[config.mk]
export PLATFORM = sky130hd
export DESIGN_NAME = voq_xbar_switch
export DESIGN_NICKNAME = d
export VERILOG_FILES = /design/src/rtl/voq_pkg.sv /design/src/rtl/voq_fifo.sv /design/src/rtl/voq_rr_arb.sv /design/src/rtl/voq_datapath.sv /design/src/rtl/voq_control.sv /design/src/rtl/voq_xbar_switch.sv
export SDC_FILE = /design/constraint.sdc
export NUM_CORES = 2
export LEC_CHECK = 0
export ABC_AREA = 0
export BUFFER_PORTS_ARGS = -buffer_cell sky130_fd_sc_hd__buf_2
export CORE_ASPECT_RATIO = 0.8
export CORE_MARGIN = 3
export CORE_UTILIZATION = 45
export CTS_BUF_LIST = sky130_fd_sc_hd__clkbuf_4
export DETAILED_ROUTE_END_ITERATION = 8
export PLACE_DENSITY_LB_ADDON = 0.3
export SLEW_MARGIN = 20
export SYNTH_ARGS = -nofsm -noshare
export SYNTH_HDL_FRONTEND = slang
export SYNTH_SLANG_ARGS = --single-unit
export TNS_END_PERCENT = 10
[constraint.sdc]
create_clock -name clk -period 5.8 [get_ports clk]
set_input_delay 0.87 -clock clk [delete_from_list [all_inputs] [get_ports clk]]
set_output_delay 0.87 -clock clk [all_outputs]
set_load 0.03 [all_outputs]
[src/rtl/voq_pkg.sv]
package voq_pkg;
  parameter int unsigned NumPorts   = 4;
  parameter int unsigned QueueDepth = 4;
  parameter int unsigned DataWidth  = 32;

  localparam int unsigned PortIdxW = (NumPorts > 1) ? $clog2(NumPorts) : 1;
  localparam int unsigned QAddrW   = (QueueDepth > 1) ? $clog2(QueueDepth) : 1;
  localparam int unsigned QCountW  = $clog2(QueueDepth + 1);

  typedef logic [PortIdxW-1:0]  portIdx_t;
  typedef logic [DataWidth-1:0] cell_t;

  // Strobes from control to datapath
  typedef struct packed {
    logic [NumPorts-1:0][NumPorts-1:0] popQ;    // [ingress][egress]
    logic [NumPorts-1:0]               outFire; // per egress
    portIdx_t [NumPorts-1:0]           outSel;  // granted ingress per egress
  } xbarStrobe_t;
endpackage

[src/rtl/voq_fifo.sv]
module voq_fifo #(
  parameter int unsigned Depth = 4,
  parameter int unsigned Width = 32
) (
  input  logic             clk,
  input  logic             rstN,
  input  logic             wrEn,
  input  logic [Width-1:0] wrData,
  input  logic             rdEn,
  output logic [Width-1:0] rdData,
  output logic             notEmpty,
  output logic             full
);
  localparam int unsigned AddrW  = (Depth > 1) ? $clog2(Depth) : 1;
  localparam int unsigned CountW = $clog2(Depth + 1);

  logic [Width-1:0]  mem [Depth];
  logic [AddrW-1:0]  wrPtr, rdPtr;
  logic [CountW-1:0] count;
  logic              doWr, doRd;

  assign notEmpty = (count != '0);
  assign full     = (count == CountW'(Depth));
  assign doWr     = wrEn && !full;
  assign doRd     = rdEn && notEmpty;
  assign rdData   = mem[rdPtr];

  function automatic logic [AddrW-1:0] bump(input logic [AddrW-1:0] p);
    return (p == AddrW'(Depth - 1)) ? '0 : p + 1'b1;
  endfunction

  always_ff @(posedge clk) begin
    if (!rstN) begin
      wrPtr <= '0;
      rdPtr <= '0;
      count <= '0;
    end else begin
      if (doWr) wrPtr <= bump(wrPtr);
      if (doRd) rdPtr <= bump(rdPtr);
      case ({doWr, doRd})
        2'b10:   count <= count + 1'b1;
        2'b01:   count <= count - 1'b1;
        default: count <= count;
      endcase
    end
  end

  always_ff @(posedge clk) begin
    if (doWr) mem[wrPtr] <= wrData;
  end
endmodule

[src/rtl/voq_rr_arb.sv]
module voq_rr_arb
  import voq_pkg::*;
(
  input  logic [NumPorts-1:0] req,
  input  portIdx_t            ptr,
  output logic                gntValid,
  output portIdx_t            gntIdx
);
  always_comb begin
    gntValid = 1'b0;
    gntIdx   = '0;
    for (int k = 0; k < int'(NumPorts); k++) begin
      int cand;
      cand = int'(ptr) + k;
      if (cand >= int'(NumPorts)) cand = cand - int'(NumPorts);
      if (!gntValid && req[cand]) begin
        gntValid = 1'b1;
        gntIdx   = portIdx_t'(cand);
      end
    end
  end
endmodule

[src/rtl/voq_datapath.sv]
module voq_datapath
  import voq_pkg::*;
(
  input  logic                              clk,
  input  logic                              rstN,
  input  logic [NumPorts-1:0]               inValid,
  input  portIdx_t [NumPorts-1:0]           inDest,
  input  cell_t [NumPorts-1:0]              inData,
  input  xbarStrobe_t                       strobe,
  output logic [NumPorts-1:0]               inReady,
  output cell_t [NumPorts-1:0]              outData,
  output logic [NumPorts-1:0][NumPorts-1:0] notEmpty
);
  logic [NumPorts-1:0][NumPorts-1:0] fullM;
  cell_t headM [NumPorts][NumPorts];

  for (genvar gi = 0; gi < NumPorts; gi++) begin : g_in
    for (genvar go = 0; go < NumPorts; go++) begin : g_out
      logic wrHit;
      assign wrHit = inValid[gi] && (inDest[gi] == portIdx_t'(go));
      voq_fifo #(.Depth(QueueDepth), .Width(DataWidth)) q_i (
        .clk      (clk),
        .rstN     (rstN),
        .wrEn     (wrHit),
        .wrData   (inData[gi]),
        .rdEn     (strobe.popQ[gi][go]),
        .rdData   (headM[gi][go]),
        .notEmpty (notEmpty[gi][go]),
        .full     (fullM[gi][go])
      );
    end
  end

  always_comb begin
    for (int i = 0; i < int'(NumPorts); i++) begin
      inReady[i] = !fullM[i][inDest[i]];
    end
  end

  // Crossbar: one mux per egress port selecting the granted ingress head
  always_comb begin
    for (int o = 0; o < int'(NumPorts); o++) begin
      outData[o] = strobe.outFire[o] ? headM[strobe.outSel[o]][o] : '0;
    end
  end
endmodule

[src/rtl/voq_control.sv]
module voq_control
  import voq_pkg::*;
(
  input  logic                              clk,
  input  logic                              rstN,
  input  logic [NumPorts-1:0][NumPorts-1:0] notEmpty,
  output xbarStrobe_t                       strobe,
  output portIdx_t [NumPorts-1:0]           rrPtr
);
  logic [NumPorts-1:0] gntValid;
  portIdx_t [NumPorts-1:0] gntIdx;
  logic [NumPorts-1:0] fire;

  for (genvar go = 0; go < NumPorts; go++) begin : g_arb
    logic [NumPorts-1:0] reqCol;
    always_comb begin
      for (int i = 0; i < int'(NumPorts); i++) reqCol[i] = notEmpty[i][go];
    end
    voq_rr_arb arb_i (
      .req      (reqCol),
      .ptr      (rrPtr[go]),
      .gntValid (gntValid[go]),
      .gntIdx   (gntIdx[go])
    );
  end

  // Each ingress keeps only its lowest-numbered grant
  always_comb begin
    fire = '0;
    for (int i = 0; i < int'(NumPorts); i++) begin
      logic taken;
      taken = 1'b0;
      for (int o = 0; o < int'(NumPorts); o++) begin
        if (!taken && gntValid[o] && gntIdx[o] == portIdx_t'(i)) begin
          fire[o] = 1'b1;
          taken   = 1'b1;
        end
      end
    end
  end

  always_comb begin
    strobe.outFire = fire;
    strobe.outSel  = gntIdx;
    for (int i = 0; i < int'(NumPorts); i++) begin
      for (int o = 0; o < int'(NumPorts); o++) begin
        strobe.popQ[i][o] = fire[o] && (gntIdx[o] == portIdx_t'(i));
      end
    end
  end

  always_ff @(posedge clk) begin
    if (!rstN) begin
      rrPtr <= '0;
    end else begin
      for (int o = 0; o < int'(NumPorts); o++) begin
        if (fire[o]) begin
          rrPtr[o] <= (gntIdx[o] == portIdx_t'(NumPorts - 1)) ? '0 : gntIdx[o] + 1'b1;
        end
      end
    end
  end
endmodule

[src/rtl/voq_xbar_switch.sv]
module voq_xbar_switch
  import voq_pkg::*;
(
  input  logic                    clk,
  input  logic                    rstN,
  input  logic [NumPorts-1:0]     inValid,
  input  portIdx_t [NumPorts-1:0] inDest,
  input  cell_t [NumPorts-1:0]    inData,
  output logic [NumPorts-1:0]     inReady,
  output logic [NumPorts-1:0]     outValid,
  output cell_t [NumPorts-1:0]    outData
);
  xbarStrobe_t                       strobe;
  logic [NumPorts-1:0][NumPorts-1:0] notEmpty;
  portIdx_t [NumPorts-1:0]           rrPtr;

  voq_control ctrl_i (
    .clk      (clk),
    .rstN     (rstN),
    .notEmpty (notEmpty),
    .strobe   (strobe),
    .rrPtr    (rrPtr)
  );

  voq_datapath dp_i (
    .clk      (clk),
    .rstN     (rstN),
    .inValid  (inValid),
    .inDest   (inDest),
    .inData   (inData),
    .strobe   (strobe),
    .inReady  (inReady),
    .outData  (outData),
    .notEmpty (notEmpty)
  );

  assign outValid = strobe.outFire;
endmodule

---- After elaboration in Yosys (flattened, before gate mapping) ----
Memory sizes are Yosys's and may differ from the RTL's. A register that Yosys moved wholly into a read port is not among the register bits.
Index checks and enable logic that the tools add are counted.
operators by class
  add/subtract/negate cells ............... 96
  multiply operators ...................... 0
  divide/modulo/power cells ............... 0
  $lt $le $gt $ge ......................... 40
  equality and inequality tests ........... 104
  shift operators ......................... 0
  muxes and demuxes ....................... 263
  bitwise operators ....................... 4
  reduce and logical (&&, ||, !) cells .... 188
operators by type and width
  kind                   count
  $bmux W128 S2          4
  $mux W32               22
  $lt A32 B4 Y1 const B  16
  $mux W128              2
  $mux W96               2
  $mux W2                84
  $eq A2 B2 Y1 const B   64
  $mux W64               2
  $mux W1                111
  $logic_and A1 B1 Y1    104
  $pmux W3 S2            16
  $add A2 B1 Y2 const B  36
  $add A3 B1 Y3 const B  16
  $eq A2 B1 Y1 const B   24
  $eq A3 B3 Y1 const B   16
  $ge A3 B3 Y1 const B   16
  $reduce_bool A3 Y1     16
  $sub A3 B1 Y3 const B  16
  $sub A3 B3 Y4 const B  12
  $logic_not A1 Y1       44
  $bmux W1 S2            20
  $reduce_bool A2 Y1     16
  $add A2 B2 Y3 const B  8
  $logic_not A2 Y1       8
  5 further kinds        20
storage, ports and cells
  bits in registers ....................... 120
  latch bits .............................. 0
  memory bits (writable) .................. 2,048
  memory bits (read-only) ................. 0
  input bits .............................. 142
  output and inout bits ................... 136
  logic and storage cells ................. 763
  memories ................................ 16
memory list
  name                           words  width  rd ports  clocked after Yosys merged registers in  write ports  RTL line        RTL
  dp_i.g_in[0].g_out[0].q_i.mem  4      32     1         1                                        1            voq_fifo.sv:17  logic [Width-1:0] mem [Depth];
  dp_i.g_in[0].g_out[1].q_i.mem  4      32     1         1                                        1            voq_fifo.sv:17
  dp_i.g_in[0].g_out[2].q_i.mem  4      32     1         1                                        1            voq_fifo.sv:17
  dp_i.g_in[0].g_out[3].q_i.mem  4      32     1         1                                        1            voq_fifo.sv:17
  dp_i.g_in[1].g_out[0].q_i.mem  4      32     1         1                                        1            voq_fifo.sv:17
  dp_i.g_in[1].g_out[1].q_i.mem  4      32     1         1                                        1            voq_fifo.sv:17
  10 more memories               -      -      -         -                                        -            -

---- Longest topological paths before layout ----
  depth in word-level cells ............... 37
  mapped depth ............................ 21
  depth with buffers taken out ............ 16

---- Modules after synthesis ----
Synthesis repeated with hierarchy kept, for this count alone.
unflattened totals
  cell total of the unflattened synthesis .. 4,196
  area, all modules ....................... 87,933.1 µm²
by module, submodules not included
  module        instances  cells each  area each (µm²)  seq. area each (µm²)
  voq_fifo      16         223         5,153.7          4,023.9
  voq_datapath  1          472         4,321.6          0.0
  voq_control   1          96          842.1            160.2
  voq_rr_arb    4          15          77.6             0.0

---- Least setup slack after synthesis ----
No wires, ideal clock.
  path kind ............................... flip-flop to output port
  start point ............................. reg dp_i.g_in[0].g_out[0].q_i.count[0]
  end point ............................... out outData[34] in the netlist's numbering
  arrival ................................. 3,763 ps
  required time ........................... 4,930 ps
  path slack .............................. 1,167 ps
  cell stages (with the launch flop) ...... 17
  cells stage by stage .................... dfxtp_1 or3_1 clkbuf_1 a21o_1 a21oi_1 o22a_1 clkbuf_1 buf_2 buf_2 inv_1 ha_1 o41ai_2 a22oi_1 a21oi_4 nand2_1 clkbuf_1 o22ai_1
RTL lines
  element                 RTL line               RTL
  from (decl)             voq_fifo.sv:19         logic [CountW-1:0] count;
  from (signal assigned)  voq_fifo.sv:41         2'b10: count <= count + 1'b1;
  from (signal assigned)  voq_fifo.sv:42         2'b01: count <= count - 1'b1;
  from (signal assigned)  voq_fifo.sv:43         default: count <= count;
  to (decl)               voq_xbar_switch.sv:11  output cell_t [NumPorts-1:0] outData

==> metrics.txt <==
# TYPE chip_impl_metric gauge
chip_impl_metric{name="post_synth_instance_area",unit="mm²"} 0.0867
chip_impl_info{name="status",value="complete, no violations"} 1
chip_impl_metric{name="synth.mux.area_fraction",unit="%"} 15.9
chip_impl_metric{name="placementRows",unit=""} 143
chip_impl_metric{name="yosys.cell_types.count",unit=""} 57
chip_impl_metric{name="power.leakage",unit="nW"} 32.9
chip_impl_metric{name="timing.slew.headroom",unit="%"} 23.3
chip_impl_metric{name="seq_area_frac_synth",unit="%"} 74.4
chip_impl_metric{name="report.final.hold_viol_count",unit=""} 0
chip_impl_info{name="most_frequent_cell_after_synthesis",value="sky130_fd_sc_hd__edfxtp_1"} 1
chip_impl_metric{name="setup_viol",unit=""} 0
chip_impl_info{name="critical_path.endpoint_type",value="output port"} 1
chip_impl_metric{name="overflow_after_grt",unit=""} 0
chip_impl_metric{name="num_io_pins",unit=""} 278
chip_impl_info{name="min-delay-path-class",value="in2reg"} 1
chip_impl_metric{name="wirelength",unit="mm"} 244
chip_impl_info{name="synth-main-ff-cell",value="sky130_fd_sc_hd__edfxtp_1"} 1
chip_impl_metric{name="cts_made_buffers",unit=""} 545
chip_impl_metric{name="drt-wirelength-per-cell",unit="µm"} 30.6
chip_impl_metric{name="timing.hold.ws",unit="ns"} 0.184
chip_impl_info{name="dominant_combinational_cell_family_by_area_after_synthesis",value="multiplexers"} 1
chip_impl_metric{name="fin_nets",unit=""} 5346
chip_impl_info{name="worst_path_class_setup",value="reg2out"} 1
chip_impl_info{name="grt_setup_unrepaired",value="true"} 1
chip_impl_metric{name="placed_cells",unit=""} 6929
chip_impl_metric{name="clock_latency_of_the_later_clocked_register_in_the_worst_skew_pair",unit="ns"} 1.31
chip_impl_metric{name="port_buffers",unit=""} 277
chip_impl_metric{name="dr.pass1.iters",unit=""} 5
chip_impl_metric{name="crit_required",unit="ns"} 4.93
chip_impl_metric{name="global_route_wire_length_before_repair",unit="mm"} 344
chip_impl_metric{name="cts-root-to-sink-buffers",unit=""} 4
chip_impl_metric{name="clock_tree.htree_level_count",unit=""} 6
chip_impl_metric{name="met2WireLength",unit="mm"} 113
chip_impl_metric{name="grt_max_degree",unit=""} 88
chip_impl_metric{name="synth_top_area_share",unit="%"} 70.9
chip_impl_metric{name="dpl_cell_area",unit="mm²"} 0.0917
chip_impl_metric{name="min_period",unit="ns"} 5.70
chip_impl_metric{name="transition_at_the_pin_with_the_smallest_max_transition_slack",unit="ns"} 1.15
chip_impl_info{name="cts.root.buffer_cell",value="sky130_fd_sc_hd__clkbuf_4"} 1
chip_impl_info{name="tritoncts",value="done"} 1
chip_impl_info{name="synthDominantAreaCellType",value="sky130_fd_sc_hd__edfxtp_1"} 1
chip_impl_metric{name="start_util",unit="%"} 45.5
chip_impl_metric{name="groute.usage.overall",unit="%"} 24.6
chip_impl_metric{name="synth-adder-area-share",unit="%"} 1.99
chip_impl_metric{name="yosysWarnings",unit=""} 0
chip_impl_metric{name="vias_in_the_first_global_route",unit=""} 46600
chip_impl_metric{name="vias_per_cell",unit=""} 5.83
chip_impl_metric{name="grt_antenna_before_repair",unit=""} 15
chip_impl_metric{name="timing.final.crit_share",unit="%"} 98.3
chip_impl_metric{name="number_of_nets_with_antenna_violations_after_detailed_routing",unit=""} 0
chip_impl_metric{name="met3RoutedLength",unit="mm"} 22.7
chip_impl_metric{name="synth_xor_area_share",unit="%"} 0.323
chip_impl_metric{name="slew_viol_final",unit=""} 0
chip_impl_metric{name="maxCapViolCount",unit=""} 0
chip_impl_metric{name="dr_total_vias",unit=""} 46500
chip_impl_metric{name="finish.cell_count_without_fillers",unit=""} 7969
chip_impl_metric{name="syn-num-nets",unit=""} 4474
chip_impl_metric{name="synth_compound_gate_area_share",unit="%"} 3.01
chip_impl_metric{name="critPathMaxFanout",unit=""} 33
chip_impl_metric{name="fp.dieH",unit="µm"} 399
chip_impl_metric{name="drt_iter0_drc",unit=""} 5132
chip_impl_metric{name="dp_hpwl",unit="mm"} 159
chip_impl_metric{name="core_area",unit="mm²"} 0.191
chip_impl_metric{name="skew",unit="ns"} 0.106
chip_impl_metric{name="sum_of_routed_wire_segments_on_met1",unit="mm"} 101
chip_impl_metric{name="fmax",unit="MHz"} 175
chip_impl_info{name="highest-signal-layer",value="met5"} 1
chip_impl_info{name="synth.top_cells.by_count",value="sky130_fd_sc_hd__edfxtp_1 (2048), sky130_fd_sc_hd__mux4_2 (516), sky130_fd_sc_hd__mux2i_1 (218)"} 1
chip_impl_metric{name="crit_arrival",unit="ns"} 4.83
chip_impl_metric{name="design_power_total",unit="mW"} 37.5
chip_impl_metric{name="layout.cell_area.non_filler",unit="mm²"} 0.0998
chip_impl_metric{name="layout.core_utilization",unit="%"} 52.3
chip_impl_info{name="synth_top_cells_by_area",value="sky130_fd_sc_hd__edfxtp_1 (71%), sky130_fd_sc_hd__mux4_2 (13%), sky130_fd_sc_hd__dfxtp_1 (3.5%), sky130_fd_sc_hd__mux2i_1 (2.5%), sky130_fd_sc_hd__ha_1 (1.6%)"} 1
chip_impl_metric{name="dieArea",unit="mm²"} 0.198
chip_impl_metric{name="worst_vdd_drop",unit="µV"} 451
chip_impl_metric{name="clk_pin_slew_worst_paths",unit="ns"} 0.07
chip_impl_metric{name="ys_async_sr_fraction",unit="%"} 0
chip_impl_metric{name="synth-edff-count",unit=""} 2048
chip_impl_metric{name="remaining_drc_errors",unit=""} 0
chip_impl_info{name="cp-start-kind",value="register"} 1
chip_impl_metric{name="postSynthAreaPerCell",unit="µm²"} 20.6
chip_impl_metric{name="synthSimpleGateAreaFrac",unit="%"} 2.80
chip_impl_metric{name="mapped_cells",unit=""} 4204
chip_impl_metric{name="gp_congestion",unit=""} 0.836
chip_impl_metric{name="clock_sink_count",unit=""} 2200
chip_impl_metric{name="die_width",unit="µm"} 497
chip_impl_metric{name="ys_seq_elements",unit=""} 2200
chip_impl_metric{name="drive_above_1_share",unit="%"} 35.9
chip_impl_metric{name="powerDensity",unit="mW/mm²"} 375
chip_impl_metric{name="syn_to_final_growth",unit="%"} 15.1
## worst paths after layout
path,start,to,slack [ns],cells past startpoint
hold reg to reg,dp_i.g_in[1].g_out[3].q_i.rdPtr[0]$_SDFFE_PN0P_,register,0.47,2
setup reg to reg,dp_i.g_in[0].g_out[0].q_i.count[0]$_SDFFE_PN0P_,dp_i.g_in[3].g_out[2].q_i.count[2]$_SDFFE_PN0P_,1.49,15
hold / removal,inDest[1],dp_i.g_in[0].g_out[0].q_i.wrPtr[1]$_SDFFE_PN0P_,0.18,5
setup / recovery,dp_i.g_in[2].g_out[3].q_i.count[2]$_SDFFE_PN0P_,outData[120],0.1,9
## final cells by class
type,count,area (µm²)
Tap cell,2537,3170
Clock buffer,773,5800
Inverter,114,435
Multi-Input combinational cell,1664,21200
Sequential cell,2200,64600
Clock inverter,117,696
Antenna cell,13,32.5
Fill cell,15200,90900
Timing Repair Buffer,551,3900
## state kept, by name, summed over array words and instances (netlist names), named ones only
| register | count |
|---|---|
| dp_i.g_in.g_out.q_i.mem | 2048 |
| dp_i.g_in.g_out.q_i.count | 48 |
| dp_i.g_in.g_out.q_i.rdPtr | 32 |
| dp_i.g_in.g_out.q_i.wrPtr | 32 |
| ctrl_i.rrPtr | 8 |
## worst max-delay path, cell delays in order, from the launching register on
cell and delay (ns):
sky130_fd_sc_hd__dfxtp_1 0.34, sky130_fd_sc_hd__nor3_2 0.48, sky130_fd_sc_hd__o21ai_2 0.12, sky130_fd_sc_hd__buf_4 0.27
sky130_fd_sc_hd__and2_1 0.26, sky130_fd_sc_hd__clkinv_2 0.08, sky130_fd_sc_hd__buf_4 0.61, sky130_fd_sc_hd__mux2i_1 0.89
sky130_fd_sc_hd__a211oi_2 0.18, sky130_fd_sc_hd__buf_2 0.22
## cells by family (layout without fill, tap and decap cells)
kind of cell	count (synthesis)	after routing
fa+ha+maj	128	128
simple gates	431	431
other cells	0	13
buf+inv	340	1555
xor+xnor	32	32
mux	734	734
compound gates	339	339
flops	2200	2200
## routing by layer
metal	vias up	track usage, %
met5	-	0
met4	2	8.75
met3	328	6.05
met2	2384	37.3
met1	24400	34.9
li1	19300	-
## stage by stage
step                      TNS, ns  setup slack [ns]
final                           0             0.100
after global routing        -1.31           -0.0971
after CTS                  -0.562            -0.115
after detailed placement        0             0.931
after global placement          0             0.977
after floorplan                 0              1.17
## report_power, final
part           internal, mW  switching (mW)  total (mW)
clock network          6.50            6.07        12.6
logic                  2.16            4.88        7.05
registers              17.6           0.260        17.8
## cell usage in the layout, fill, tap and decap left out, types with 26 or more instances in the layout
master,instances
sky130_fd_sc_hd__and2_1,35
sky130_fd_sc_hd__and2_2,62
sky130_fd_sc_hd__ha_1,112
sky130_fd_sc_hd__edfxtp_1,2048
sky130_fd_sc_hd__and3_1,70
sky130_fd_sc_hd__a21boi_0,26
sky130_fd_sc_hd__dfxtp_2,30
sky130_fd_sc_hd__a211oi_2,47
sky130_fd_sc_hd__o22ai_1,63
sky130_fd_sc_hd__or3_1,26
sky130_fd_sc_hd__mux2i_1,211
sky130_fd_sc_hd__a211oi_1,79
sky130_fd_sc_hd__nand2_1,87
sky130_fd_sc_hd__o21ai_0,44
sky130_fd_sc_hd__nor2b_1,35
sky130_fd_sc_hd__clkinv_1,80
sky130_fd_sc_hd__mux4_2,516
sky130_fd_sc_hd__buf_2,276
sky130_fd_sc_hd__inv_1,111
sky130_fd_sc_hd__dlygate4sd3_1,128
sky130_fd_sc_hd__clkbuf_4,773
sky130_fd_sc_hd__nor2_1,27
sky130_fd_sc_hd__dfxtp_1,121
sky130_fd_sc_hd__buf_4,136
## what timing repair did
item	CTS	global route
hold buffers	128	0
gates resized for setup	29	11
buffers inserted	5	2
pin swaps	0	3
hold endpoints to repair	2047	0
setup endpoints to repair	111	70
Note: power is estimated with default switching activity, not from simulation.
